**src/rtl/hdsp_pkg.sv**
```systemverilog
package hdsp_pkg;

   localparam int OP_W = 5;

   typedef enum logic [2:0] {
      CL_MUL   = 3'd0,
      CL_MLA   = 3'd1,
      CL_DADD  = 3'd2,
      CL_DADDA = 3'd3,
      CL_DSUB  = 3'd4,
      CL_DSUBA = 3'd5,
      CL_MULW  = 3'd6,
      CL_MLAW  = 3'd7
   } op_cls_e;

   // classes whose overflow reaches the sticky flag
   function automatic logic cls_flags_q(op_cls_e c);
      return !(c == CL_MUL || c == CL_DSUB || c == CL_MULW);
   endfunction

endpackage

```
**src/rtl/hdsp_lanes.sv**
```systemverilog
// Splits both operands into halfword lanes and steers them to the multipliers.
module hdsp_lanes #(
   parameter int DW = 32
) (
   input  logic [DW-1:0]   rn,
   input  logic [DW-1:0]   rm,
   input  logic            sel_rn_top,
   input  logic            sel_rm_top,
   input  logic            swap,
   output logic [DW/2-1:0] rn_one,
   output logic [DW/2-1:0] rm_one,
   output logic [DW/2-1:0] hp_a,
   output logic [DW/2-1:0] hp_b,
   output logic [DW/2-1:0] lp_a,
   output logic [DW/2-1:0] lp_b
);
   localparam int HW = DW / 2;

   logic [DW-1:0] opnd   [2];
   logic          sel    [2];
   logic [HW-1:0] lo_h   [2];
   logic [HW-1:0] hi_h   [2];
   logic [HW-1:0] pick_h [2];

   assign opnd[0] = rn;
   assign opnd[1] = rm;
   assign sel[0]  = sel_rn_top;
   assign sel[1]  = sel_rm_top;

   generate
      for (genvar g = 0; g < 2; g++) begin : g_opnd
         assign lo_h[g]   = opnd[g][HW-1:0];
         assign hi_h[g]   = opnd[g][DW-1:HW];
         assign pick_h[g] = sel[g] ? hi_h[g] : lo_h[g];
      end
   endgenerate

   assign rn_one = pick_h[0];
   assign rm_one = pick_h[1];

   // high pair: hi(rn) with hi(rm), or lo(rm) when exchanged
   assign hp_a = hi_h[0];
   assign hp_b = swap ? lo_h[1] : hi_h[1];
   // low pair: lo(rn) with lo(rm), or hi(rm) when exchanged
   assign lp_a = lo_h[0];
   assign lp_b = swap ? hi_h[1] : lo_h[1];

endmodule

```
**src/rtl/hdsp_mults.sv**
```systemverilog
// Signed multipliers: one single-lane, two dual-lane, one word-by-halfword.
module hdsp_mults #(
   parameter int DW = 32
) (
   input  logic [DW-1:0]        rn,
   input  logic [DW/2-1:0]      rn_one,
   input  logic [DW/2-1:0]      rm_one,
   input  logic [DW/2-1:0]      hp_a,
   input  logic [DW/2-1:0]      hp_b,
   input  logic [DW/2-1:0]      lp_a,
   input  logic [DW/2-1:0]      lp_b,
   output logic [DW-1:0]        p_one,
   output logic [DW-1:0]        p_hi,
   output logic [DW-1:0]        p_lo,
   output logic [DW+DW/2-1:0]   p_word
);
   localparam int HW = DW / 2;
   localparam int PW = DW + HW;

   logic signed [DW-1:0] x_rn1, x_rm1, x_ha, x_hb, x_la, x_lb;
   logic signed [PW-1:0] x_rnw, x_rmw;

   assign x_rn1 = {{HW{rn_one[HW-1]}}, rn_one};
   assign x_rm1 = {{HW{rm_one[HW-1]}}, rm_one};
   assign x_ha  = {{HW{hp_a[HW-1]}}, hp_a};
   assign x_hb  = {{HW{hp_b[HW-1]}}, hp_b};
   assign x_la  = {{HW{lp_a[HW-1]}}, lp_a};
   assign x_lb  = {{HW{lp_b[HW-1]}}, lp_b};
   assign x_rnw = {{HW{rn[DW-1]}}, rn};
   assign x_rmw = {{DW{rm_one[HW-1]}}, rm_one};

   assign p_one  = x_rn1 * x_rm1;
   assign p_hi   = x_ha * x_hb;
   assign p_lo   = x_la * x_lb;
   assign p_word = x_rnw * x_rmw;

endmodule

```
**src/rtl/hdsp_merge.sv**
```systemverilog
// Combines products and addend per class, and detects overflow of the exact result.
module hdsp_merge
   import hdsp_pkg::*;
#(
   parameter int DW = 32
) (
   input  op_cls_e              cls,
   input  logic [DW-1:0]        ra,
   input  logic [DW-1:0]        p_one,
   input  logic [DW-1:0]        p_hi,
   input  logic [DW-1:0]        p_lo,
   input  logic [DW+DW/2-1:0]   p_word,
   output logic [DW-1:0]        res,
   output logic                 q_upd
);
   localparam int HW = DW / 2;
   localparam int PW = DW + HW;
   localparam int WW = PW + 2;
   localparam int TOP_W = WW - DW + 1;

   logic signed [WW-1:0] ra_w, one_w, hi_w, lo_w, word_w, wide;
   logic [TOP_W-1:0]     top_bits;
   logic                 ovf;

   assign ra_w   = {{(WW-DW){ra[DW-1]}}, ra};
   assign one_w  = {{(WW-DW){p_one[DW-1]}}, p_one};
   assign hi_w   = {{(WW-DW){p_hi[DW-1]}}, p_hi};
   assign lo_w   = {{(WW-DW){p_lo[DW-1]}}, p_lo};
   assign word_w = {{(WW-PW){p_word[PW-1]}}, p_word};

   always_comb begin
      unique case (cls)
         CL_MUL:   wide = one_w;
         CL_MLA:   wide = one_w + ra_w;
         CL_DADD:  wide = hi_w + lo_w;
         CL_DADDA: wide = hi_w + lo_w + ra_w;
         CL_DSUB:  wide = lo_w - hi_w;
         CL_DSUBA: wide = lo_w - hi_w + ra_w;
         CL_MULW:  wide = word_w >>> HW;
         CL_MLAW:  wide = (word_w + (ra_w <<< HW)) >>> HW;
         default:  wide = one_w;
      endcase
   end

   // exact signed overflow: bits above the sign bit of the result disagree
   assign top_bits = wide[WW-1:DW-1];
   assign ovf      = !((&top_bits) || !(|top_bits));
   assign res      = wide[DW-1:0];
   assign q_upd    = cls_flags_q(cls) && ovf;

endmodule

```
**src/rtl/hdsp_mac.sv**
```systemverilog
module hdsp_mac
   import hdsp_pkg::*;
#(
   parameter int DW = 32
) (
   input  logic               clk,
   input  logic               rst_n,
   input  logic               valid,
   input  logic [OP_W-1:0]    opcode,
   input  logic [DW-1:0]      rn,
   input  logic [DW-1:0]      rm,
   input  logic [DW-1:0]      ra,
   input  logic               q_clr,
   output logic [DW-1:0]      result,
   output logic               q_hit,
   output logic               q_flag,
   output logic               done
);
   localparam int HW = DW / 2;
   localparam int PW = DW + HW;

   generate
      if ((DW % 2) != 0 || DW < 8) begin : g_bad_dw
         $error("hdsp_mac: DW must be even and at least 8");
      end
   endgenerate

   op_cls_e        cls;
   logic [HW-1:0]  rn_one, rm_one, hp_a, hp_b, lp_a, lp_b;
   logic [DW-1:0]  p_one, p_hi, p_lo, res_c;
   logic [PW-1:0]  p_word;
   logic           q_upd_c;

   assign cls = op_cls_e'(opcode[4:2]);

   hdsp_lanes #(.DW(DW)) u_lanes (
      .rn(rn), .rm(rm),
      .sel_rn_top(opcode[1]), .sel_rm_top(opcode[0]), .swap(opcode[0]),
      .rn_one(rn_one), .rm_one(rm_one),
      .hp_a(hp_a), .hp_b(hp_b), .lp_a(lp_a), .lp_b(lp_b)
   );

   hdsp_mults #(.DW(DW)) u_mults (
      .rn(rn), .rn_one(rn_one), .rm_one(rm_one),
      .hp_a(hp_a), .hp_b(hp_b), .lp_a(lp_a), .lp_b(lp_b),
      .p_one(p_one), .p_hi(p_hi), .p_lo(p_lo), .p_word(p_word)
   );

   hdsp_merge #(.DW(DW)) u_merge (
      .cls(cls), .ra(ra),
      .p_one(p_one), .p_hi(p_hi), .p_lo(p_lo), .p_word(p_word),
      .res(res_c), .q_upd(q_upd_c)
   );

   always_ff @(posedge clk or negedge rst_n) begin
      if (!rst_n) begin
         result <= '0;
         done   <= 1'b0;
         q_hit  <= 1'b0;
         q_flag <= 1'b0;
      end else begin
         done   <= valid;
         q_hit  <= valid && q_upd_c;
         q_flag <= (q_flag && !q_clr) || (valid && q_upd_c);
         if (valid) result <= res_c;
      end
   end


   done_follow_chk: assert property (@(posedge clk) disable iff (!rst_n)
      valid |=> done);

   done_idle_chk: assert property (@(posedge clk) disable iff (!rst_n)
      !valid |=> (!done && $stable(result)));

   hit_with_done_chk: assert property (@(posedge clk) disable iff (!rst_n)
      q_hit |-> (done && q_flag));

   quiet_cls_chk: assert property (@(posedge clk) disable iff (!rst_n)
      (valid && !cls_flags_q(cls)) |=> !q_hit);

   q_sticky_chk: assert property (@(posedge clk) disable iff (!rst_n)
      (q_flag && !q_clr) |=> q_flag);

   q_clear_chk: assert property (@(posedge clk) disable iff (!rst_n)
      (q_clr && !(valid && q_upd_c)) |=> !q_flag);

endmodule

```
**config.mk**
```make
export PLATFORM = sky130hd
export DESIGN_NAME = hdsp_mac
export DESIGN_NICKNAME = d
export VERILOG_FILES = /design/src/rtl/hdsp_pkg.sv /design/src/rtl/hdsp_lanes.sv /design/src/rtl/hdsp_mults.sv /design/src/rtl/hdsp_merge.sv /design/src/rtl/hdsp_mac.sv
export SDC_FILE = /design/constraint.sdc
export NUM_CORES = 2
export LEC_CHECK = 0
export BUFFER_PORTS_ARGS = -buffer_cell sky130_fd_sc_hd__buf_2
export CAP_MARGIN = 20
export CORE_MARGIN = 2
export CORE_UTILIZATION = 58
export DETAILED_ROUTE_END_ITERATION = 16
export GPL_ROUTABILITY_DRIVEN = 0
export PLACE_DENSITY_LB_ADDON = 0.12
export REMOVE_ABC_BUFFERS = 1
export SLEW_MARGIN = 10
export SYNTH_ARGS = -nofsm -noshare
export SYNTH_HDL_FRONTEND = slang
export SYNTH_SLANG_ARGS = --single-unit
```
**constraint.sdc**
```tcl
create_clock -name clk -period 0.8 [get_ports clk]
set_input_delay 0.08 -clock clk [delete_from_list [all_inputs] [get_ports clk]]
set_output_delay 0.08 -clock clk [all_outputs]
set_load 0.05 [all_outputs]
```
==> results.sh <==
export IMPL_outcome="finished with violations"
export IMPL_failed_checks="negative setup slack"
export IMPL_async_flop_share_pct=100
export IMPL_root_buffer="clkbuf_16"
export IMPL_htreeDepth=2
export IMPL_path_class="in -> reg"
export IMPL_clock_skew_final_ns=0
export IMPL_synth_compound_area_share_pct=12.4
export IMPL_drt_initial_drc_count=5381
export IMPL_cts_sinks=35
export IMPL_hold_class="in -> reg"
export IMPL_slew_limit_headroom_pct=28.0
export IMPL_antenna_found_initial=12
export IMPL_wl_per_cell_um=22.3
export IMPL_worstPathArrival_ns=10.04
export IMPL_yosys_area_share_simple_pct=15.2
export IMPL_rows=111
export IMPL_hold_violations=0
export IMPL_port_buffers=139
export IMPL_ys_seq_area_share_pct=1.64
export IMPL_r2r_setup_slack_ns=-0.13
export IMPL_cap_viol_max_count=0
export IMPL_critPathCaptureType="flip-flop"
export IMPL_syn_inst=6333
export IMPL_drive_above_1_share_pct=28.7
export IMPL_max_stage_delay_ns=0.54
export IMPL_maxSlewViolCount=0
export IMPL_syn2layout_area_growth_pct=31.4
export IMPL_tritoncts="built"
export IMPL_ff2ff_path_depth=3
export IMPL_grt_start_max_net_pins=39
export IMPL_core_area_um2=91400
export IMPL_antenna_left=0
export IMPL_grt_total_usage_pct=42.6
export IMPL_r2r_start="result[28]"
export IMPL_synth_edff_count=0
export IMPL_setup_slack_ns=-9.06
export IMPL_finalSetupViolCount=69
export IMPL_reg2reg_to="result[28]"
export IMPL_tightest_slew_ns=1.07
export IMPL_place_detailed_hpwl_mm=167
export IMPL_worstHoldPathCells=2
export IMPL_place_inst=8887
export IMPL_finalCriticalPeriod_ns=9.86
export IMPL_clk_path_buf_depth=2
export IMPL_dr_pass1_iters=13
export IMPL_grt_pass1_wl_mm=306
export IMPL_path_max_fanout=8
export IMPL_die_area_um2=94400
export IMPL_syn_avg_cell_area_um2=8.42
export IMPL_startpoint="opcode[0]"
export IMPL_synthMuxAreaShare_pct=1.81
export IMPL_grt_overflow=0
export IMPL_pin_count=140
export IMPL_start_util_pct=58.3
export IMPL_rsz0062_at_grt="true"
export IMPL_yosysWarnings=0
export IMPL_nets=9530
export IMPL_vias_per_cell=5.82
export IMPL_cp_data_required_time_ns=0.97
export IMPL_final_common_cell="buf_4"
export IMPL_routed_wl_mm=201
export IMPL_vias=52600
export IMPL_chipHeight_um=307
export IMPL_synth_top_family_by_area="adder cells"
export IMPL_ys_types=102
export IMPL_clk_latency_ns=0.31
export IMPL_hold_path_end="q_flag"
export IMPL_dieWidth_um=307
export IMPL_cts_buffers=5
export IMPL_grt_pass1_vias=54600
export IMPL_stdcell_count=9035
export IMPL_drc=0
export IMPL_syn_cell_area_um2=53300
export IMPL_hp_start="q_clr"
export IMPL_clk_pin_slew_worst_paths_ns=0.07
export IMPL_synth_seq_cells=35
export IMPL_crit_slowest_cell="fa_1"
export IMPL_synthFlopType="dfrtp_1"
export IMPL_synth_xor_area_share_pct=4.65
export IMPL_fmaxAchievable_ghz=0.101
export IMPL_startpoint_type="input port"
export IMPL_final_cell_mix="1,535 x buf_4, 1,315 x inv_1, 1,098 x fa_1"
export IMPL_fin_crit_sh_pct=1230
export IMPL_synthAdderAreaFrac_pct=52.9
-- area by class of cell --
cell class / count / area (um^2)
Antenna cell: 6 / 15.0
Clock buffer: 6 / 139
Clock inverter: 1 / 5.00
Fill cell: 6433 / 21400
Inverter: 1342 / 5040
Multi-Input combinational cell: 4690 / 48700
Sequential cell: 35 / 876
Tap cell: 1186 / 1480
Timing Repair Buffer: 1769 / 13800
-- logic make-up after synthesis --
| group | count (synthesis) |
|---|---|
| compound gates | 992 |
| xor+xnor | 283 |
| fa+ha+maj | 1582 |
| buf+inv | 1611 |
| flops | 35 |
| mux | 91 |
| simple gates | 1739 |
-- flip-flops by register name, indices dropped and copies added, names as in the netlist --
signal  flops
q_flag      1
done        1
result     32
q_hit       1
-- layer usage --
| metal | vias to the layer above | track usage, % | wire (um) |
|---|---|---|---|
| li1 | 22800 | - | - |
| met1 | 25700 | 53.3 | 71300 |
| met2 | 3204 | 65.2 | 88500 |
| met3 | 873 | 13.4 | 25800 |
| met4 | 12 | 25.1 | 15700 |
| met5 | - | 0 | 80 |
-- worst max-delay path: cells and delay by family --
family	cells	cell delay (ns)
AND/OR/NAND/NOR	5	1.24
multiplexers	1	0.24
buffers and inverters	16	1.77
adder cells (fa/ha/maj)	9	3.41
AO/OA/AOI/OAI	16	2.81
XOR/XNOR	3	0.48
-- synthesized netlist by cell type, types with 48 or more instances --
library cell	n	area share [%]
nand2_1	736	5.2
xnor2_1	195	3.2
nor2b_1	127	1.5
fa_1	1121	42
clkbuf_1	240	1.7
nor3_1	58	0.54
nor2_1	342	2.4
nand3_1	53	0.50
a21o_1	106	1.5
inv_1	1340	9.4
a21oi_1	280	2.6
xor2_1	88	1.4
o21ai_0	181	1.7
and2_1	233	2.7
mux2i_1	48	0.90
ha_1	461	11
nand2b_1	64	0.75
-- metrics by stage --
step | TNS (ns) | area [um^2] | setup WS (ns) | util, % | hold WS, ns
floorplan | -252.30 | 52300 | -9.15 | - | -0.216
global placement | -281.13 | 66000 | -9.51 | 72.3 | 0.0628
detailed placement | -284.68 | 66000 | -9.63 | 72.3 | 0.0664
CTS | -262.87 | 69200 | -8.77 | 75.7 | 0.0460
global route | -278.43 | 70000 | -9.33 | 76.6 | 0.0497
finish | -269.30 | 70000 | -9.06 | 76.6 | 0.0452
-- worst max-delay path by stage --
stage | to | slack, ns | cells past startpoint
CTS | q_flag | -8.77 | 49
finish | result[26] | -9.06 | 50
floorplan | q_flag | -9.15 | 40
global route | q_flag | -9.33 | 49
detailed placement | q_flag | -9.63 | 47
global placement | q_hit | -9.51 | 47
-- repair_timing --
item | in CTS | in global routing
hold buffers | 1 | 0
buffers inserted | 101 | 40
setup endpoints to repair | 69 | 69
cloned | 6 | 0
pin swaps | 236 | 115
endpoints found under the hold margin | 35 | 0
gates resized for setup | 541 | 128
Power is not shown: default switching activity piles up to over one toggle a cycle in this logic, so the estimate is an artifact.
